[config.mk]
export PLATFORM = sky130hd
export DESIGN_NAME = strop_repeat_engine
export DESIGN_NICKNAME = d
export VERILOG_FILES = /design/src/rtl/strop_pkg.sv /design/src/rtl/strop_flag_unit.sv /design/src/rtl/strop_ptr_step.sv /design/src/rtl/strop_repeat_engine.sv
export SDC_FILE = /design/constraint.sdc
export NUM_CORES = 1
export LEC_CHECK = 0
export ABC_CLOCK_PERIOD_IN_PS = 7400
export CAP_MARGIN = 10
export CORE_ASPECT_RATIO = 0.5
export CORE_MARGIN = 1.5
export CORE_UTILIZATION = 50
export DETAILED_ROUTE_END_ITERATION = 10
export PLACE_DENSITY = 0.89
export SYNTH_ARGS = -nofsm -noshare
export SYNTH_HDL_FRONTEND = slang
export SYNTH_SLANG_ARGS = --single-unit
[constraint.sdc]
create_clock -name clk -period 7.4 [get_ports clk]
set_input_delay 1.48 -clock clk [delete_from_list [all_inputs] [get_ports clk]]
set_output_delay 1.48 -clock clk [all_outputs]
set_load 0.05 [all_outputs]
[src/rtl/strop_pkg.sv]
package strop_pkg;
  localparam int DATA_W = 32;

  typedef enum logic [2:0] {
    OP_MOVE  = 3'd0,
    OP_CMP   = 3'd1,
    OP_SCAN  = 3'd2,
    OP_LOAD  = 3'd3,
    OP_STORE = 3'd4
  } strop_op_e;

  typedef enum logic [2:0] {
    RP_NONE = 3'd0,
    RP_ALL  = 3'd1,
    RP_EQ   = 3'd2,
    RP_NE   = 3'd3,
    RP_CY   = 3'd4,
    RP_NC   = 3'd5
  } strop_rep_e;

  typedef enum logic [2:0] {
    ST_IDLE, ST_CHECK, ST_RSRC, ST_RDST, ST_WDST, ST_STEP, ST_FIN
  } strop_st_e;

  function automatic logic [2:0] elem_bytes(input logic [1:0] sz);
    case (sz)
      2'd0:    return 3'd1;
      2'd1:    return 3'd2;
      default: return 3'd4;
    endcase
  endfunction

  function automatic logic [DATA_W-1:0] elem_mask(input logic [1:0] sz);
    case (sz)
      2'd0:    return 32'h0000_00ff;
      2'd1:    return 32'h0000_ffff;
      default: return 32'hffff_ffff;
    endcase
  endfunction

  function automatic logic uses_src(input strop_op_e op);
    return (op == OP_MOVE) || (op == OP_CMP) || (op == OP_LOAD);
  endfunction

  function automatic logic uses_dst(input strop_op_e op);
    return (op == OP_MOVE) || (op == OP_CMP) || (op == OP_SCAN) || (op == OP_STORE);
  endfunction

  function automatic logic rep_continue(input strop_rep_e rep, input logic any_left,
                                        input logic zf, input logic cf);
    case (rep)
      RP_ALL:  return any_left;
      RP_EQ:   return any_left && zf;
      RP_NE:   return any_left && !zf;
      RP_CY:   return any_left && cf;
      RP_NC:   return any_left && !cf;
      default: return 1'b0;
    endcase
  endfunction
endpackage

[src/rtl/strop_flag_unit.sv]
module strop_flag_unit
  import strop_pkg::*;
(
  input  logic [DATA_W-1:0] lhs,
  input  logic [DATA_W-1:0] rhs,
  input  logic [1:0]        sz,
  output logic              zf,
  output logic              cf
);
  function automatic logic [DATA_W:0] masked_sub(input logic [DATA_W-1:0] a,
                                                 input logic [DATA_W-1:0] b,
                                                 input logic [DATA_W-1:0] m);
    return {1'b0, a & m} - {1'b0, b & m};
  endfunction

  logic [DATA_W:0] diff;

  always_comb begin
    diff = masked_sub(lhs, rhs, elem_mask(sz));
    zf   = (diff[DATA_W-1:0] == '0);
    cf   = diff[DATA_W];
  end
endmodule

[src/rtl/strop_ptr_step.sv]
module strop_ptr_step
  import strop_pkg::*;
#(
  parameter int AW = 16
) (
  input  logic [AW-1:0] ptr,
  input  logic [1:0]    sz,
  input  logic          down,
  output logic [AW-1:0] nxt
);
  logic [AW-1:0] step;

  always_comb begin
    step = AW'(elem_bytes(sz));
    nxt  = down ? (ptr - step) : (ptr + step);
  end
endmodule

[src/rtl/strop_repeat_engine.sv]
module strop_repeat_engine
  import strop_pkg::*;
#(
  parameter int AW = 16,
  parameter int CW = 16
) (
  input  logic              clk,
  input  logic              rst_n,
  input  logic              start,
  input  logic [2:0]        op_i,
  input  logic [1:0]        size_i,
  input  logic [2:0]        rep_i,
  input  logic              df_i,
  input  logic              zf_i,
  input  logic              cf_i,
  input  logic [AW-1:0]     src_i,
  input  logic [AW-1:0]     dst_i,
  input  logic [CW-1:0]     cnt_i,
  input  logic [DATA_W-1:0] acc_i,
  output logic              mem_req,
  output logic              mem_we,
  output logic [AW-1:0]     mem_addr,
  output logic [1:0]        mem_size,
  output logic [DATA_W-1:0] mem_wdata,
  input  logic              mem_ack,
  input  logic [DATA_W-1:0] mem_rdata,
  output logic              busy,
  output logic              done,
  output logic [AW-1:0]     src_o,
  output logic [AW-1:0]     dst_o,
  output logic [CW-1:0]     cnt_o,
  output logic [DATA_W-1:0] acc_o,
  output logic              zf_o,
  output logic              cf_o
);
  localparam int NPTR = 2;

  strop_st_e         st;
  strop_op_e         op_q;
  strop_rep_e        rep_q;
  logic [1:0]        sz_q;
  logic              df_q, zf_q, cf_q;
  logic [AW-1:0]     src_q, dst_q;
  logic [CW-1:0]     cnt_q, cnt_dec;
  logic [DATA_W-1:0] acc_q, tmp_q, mask, rd_elem, cmp_lhs;
  logic              cmp_zf, cmp_cf;

  // Named events for the checker
  logic elem_step, zero_skip;

  logic [AW-1:0] ptr_cur [NPTR];
  logic [AW-1:0] ptr_nxt [NPTR];

  assign ptr_cur[0] = src_q;
  assign ptr_cur[1] = dst_q;

  for (genvar g = 0; g < NPTR; g++) begin : g_ptr
    strop_ptr_step #(.AW(AW)) u_step (
      .ptr  (ptr_cur[g]),
      .sz   (sz_q),
      .down (df_q),
      .nxt  (ptr_nxt[g])
    );
  end

  always_comb begin
    mask    = elem_mask(sz_q);
    rd_elem = mem_rdata & mask;
    cmp_lhs = (op_q == OP_CMP) ? tmp_q : acc_q;
    cnt_dec = cnt_q - CW'(1);
  end

  strop_flag_unit u_flags (
    .lhs (cmp_lhs),
    .rhs (mem_rdata),
    .sz  (sz_q),
    .zf  (cmp_zf),
    .cf  (cmp_cf)
  );

  assign elem_step = (st == ST_STEP);
  assign zero_skip = (st == ST_CHECK) && (rep_q != RP_NONE) && (cnt_q == '0);

  always_ff @(posedge clk or negedge rst_n) begin
    if (!rst_n) begin
      st    <= ST_IDLE;
      op_q  <= OP_MOVE;
      rep_q <= RP_NONE;
      sz_q  <= '0;
      df_q  <= 1'b0;
      zf_q  <= 1'b0;
      cf_q  <= 1'b0;
      src_q <= '0;
      dst_q <= '0;
      cnt_q <= '0;
      acc_q <= '0;
      tmp_q <= '0;
    end else begin
      case (st)
        ST_IDLE: if (start) begin
          op_q  <= strop_op_e'(op_i);
          rep_q <= strop_rep_e'(rep_i);
          sz_q  <= size_i;
          df_q  <= df_i;
          zf_q  <= zf_i;
          cf_q  <= cf_i;
          src_q <= src_i;
          dst_q <= dst_i;
          cnt_q <= cnt_i;
          acc_q <= acc_i;
          st    <= ST_CHECK;
        end
        ST_CHECK: begin
          if (zero_skip) st <= ST_FIN;
          else begin
            case (op_q)
              OP_MOVE, OP_CMP, OP_LOAD: st <= ST_RSRC;
              OP_SCAN:                  st <= ST_RDST;
              OP_STORE:                 st <= ST_WDST;
              default:                  st <= ST_FIN;
            endcase
          end
        end
        ST_RSRC: if (mem_ack) begin
          tmp_q <= rd_elem;
          if (op_q == OP_LOAD) acc_q <= (acc_q & ~mask) | rd_elem;
          if (op_q == OP_MOVE)     st <= ST_WDST;
          else if (op_q == OP_CMP) st <= ST_RDST;
          else                     st <= ST_STEP;
        end
        ST_RDST: if (mem_ack) begin
          zf_q <= cmp_zf;
          cf_q <= cmp_cf;
          st   <= ST_STEP;
        end
        ST_WDST: if (mem_ack) st <= ST_STEP;
        ST_STEP: begin
          if (uses_src(op_q)) src_q <= ptr_nxt[0];
          if (uses_dst(op_q)) dst_q <= ptr_nxt[1];
          if (rep_q != RP_NONE) cnt_q <= cnt_dec;
          if (rep_q != RP_NONE && rep_continue(rep_q, cnt_dec != '0, zf_q, cf_q))
            st <= ST_CHECK;
          else
            st <= ST_FIN;
        end
        ST_FIN:  st <= ST_IDLE;
        default: st <= ST_IDLE;
      endcase
    end
  end

  always_comb begin
    mem_req   = (st == ST_RSRC) || (st == ST_RDST) || (st == ST_WDST);
    mem_we    = (st == ST_WDST);
    mem_addr  = (st == ST_RSRC) ? src_q : dst_q;
    mem_size  = sz_q;
    mem_wdata = (st != ST_WDST) ? '0 :
                (op_q == OP_MOVE) ? tmp_q : (acc_q & mask);
  end

  assign busy  = (st != ST_IDLE);
  assign done  = (st == ST_FIN);
  assign src_o = src_q;
  assign dst_o = dst_q;
  assign cnt_o = cnt_q;
  assign acc_o = acc_q;
  assign zf_o  = zf_q;
  assign cf_o  = cf_q;
endmodule

==> metrics.cfg <==
[status]
outcome=complete, no violations

[worst_setup_path]
critPathLaunchType=flip-flop
worstSetupPathType=reg -> out
arrival_ps=3550
cp-end-kind=primary output
worstPathRequired_ps=5920
cp_max_fo=24

[synthesis]
synth_async_sr_flop_share=1.00
synth_commonest_cells=nand2_1, a21oi_1, nor2_1, dfrtp_1, o21ai_0
yosysTopAreaCellShare=0.298
synth_edf_count=0
ys_types=71
syn_area_um2=10600
synth_nets=1688
yosysWarnings=0
synthFlopType=dfrtp_1
syn_area_per_cell_um2=7.10
netlist_instances=1491
ys_seq_area_frac=0.298
yosys.area.top_type=dfrtp_1
ys_top_cells_by_area=dfrtp_1, nand2_1, a21oi_1
synth-seq-cells=126
yosys.cell_count.top_type=nand2_1

[floorplan]
die-width_um=209
start_util=0.513
num_rows=37
io_pins=263
core-area_um2=20600
die_h_um=106
die_area_um2=22100

[detailed_routing]
wirelength_met1_um=15800
drt_iter0_drc=1328
vias=11900
drt_pass1_iterations=6
top_layer=met5
wire_per_inst_um=18.5
drc=0
via_per_inst=5.96
dr_wl_met2_um=17000
wl_um=36800
route.antenna.remaining_nets=0
wl_met3_um=2950

[timing]
clock_skew_ps=12.3
fin_crit_sh=0.680
max-slew-margin-rel=0.242
min_period_ps=5030
tns_ps=0
fmax_ghz=0.199
finalSetupViolCount=0
slew_viol_final=0
final_hold_viol_count=0
tightest_slew_ps=1140
rsz0062_at_grt=false

[clock_network]
clk_latency_ps=430
cts_hold_buf=0
clk_pin_slew_ps=70
cts.path.max_buffers=2
cts_inserted_buffers=17
post_cts_buffers=0
cts_root_buf=clkbuf_16
cts-htree-levels=4
cts_tree=done
clock-sinks=126
cts_resized=0

[final_layout]
multi_input_area_um2=6960
nets=1900
seq_area_um2=3150
drive_above_1_share=0.0472
final_util=0.677
nFillCells=1720
area_growth_pct=32.0
final_cells=1990

[grt]
grt_pass1_wl_um=58800
grt_start_max_net_pins=81
grt_pass1_vias=11300
track_usage=0.331
grt_overflow=0
antenna_found_initial=2

[worst_hold_path]
hp-class=reg -> reg

[placement]
place_hpwl_um=26900
portBuffers=262
gp_congestion=0.981
dp.cells=1957

[run]
drv_cap=0

final cells by class:
class	count	share of cell area
clock inverters	15	0.0133
inverters	41	0.0110
well taps	273	0.0244
flip-flops and latches	126	0.226
diodes	1	0.000179
clock buffers	17	0.0304
repair buffers	279	0.197
multi-input cells	1238	0.498
per-layer routing:
layer	GRT usage	vias to the layer above
met5	0	-
met4	0.120	2
met3	0.0584	74
met2	0.530	529
met1	0.448	5614
li1	-	5645
stage by stage:
stage | setup WS [ps] | hold WS [ps] | area [µm²]
floorplan | 2780 | 471 | 10600
global placement | 2700 | 487 | 13400
detailed placement | 2610 | 496 | 13400
CTS | 2390 | 509 | 14000
global route | 2220 | 531 | 14000
finish | 2370 | 507 | 14000
cells by family after synthesis:
kind of cell | share of synthesized area
buffers and inverters | 0.0458
muxes | 0.0131
and+or+nand+nor | 0.262
DFF | 0.298
AOI/OAI and AO/OA | 0.262
adders and majority gates | 0.0849
xor gates and xnor gates | 0.0339
worst paths after layout:
path                                          from               endpoint  slack (ps)  cells past startpoint
max in group asynchronous                    rst_n   tmp_q[4]$_DFFE_PN0P_        4760                      2
min in group asynchronous                    rst_n   cnt_o[6]$_DFFE_PN0P_        1090                      1
setup / recovery                 st[1]$_DFFE_PN0P_            mem_addr[5]        2370                      6
hold / removal               tmp_q[16]$_DFFE_PN0P_  tmp_q[16]$_DFFE_PN0P_         510                      2
setup reg to reg           mem_size[0]$_DFFE_PN0P_       zf_o$_DFFE_PN0P_        2840                     15
hold reg to reg              tmp_q[16]$_DFFE_PN0P_  tmp_q[16]$_DFFE_PN0P_         510                      2
layout by cell type, fill, tap and decap left out, types with 10 or more instances in the layout:
cell	synthesis	layout
a31oi_1	22	22
nor2_1	141	141
xnor2_1	29	29
clkdlybuf4s50_1	0	261
a21o_1	25	25
a21oi_1	209	208
nand4_1	13	13
xor2_1	12	12
ha_1	67	67
dfrtp_1	126	126
a21boi_0	18	18
nand2_1	331	330
clkbuf_16	0	17
buf_4	0	18
nor3_1	36	34
o21ai_0	115	115
o21a_1	10	10
nand2b_1	12	12
nand3_1	40	40
inv_1	38	38
worst max-delay path: stages (launching register included):
cell and delay, ps:
dfrtp_1 620, inv_1 190, or3_2 520, inv_1 750, nand2_1 130, nand2_1 100, clkdlybuf4s50_1 800
Power is left out: the tool's default activity adds up to more than one toggle a clock period on the data nets, which glitch-free logic cannot reach.
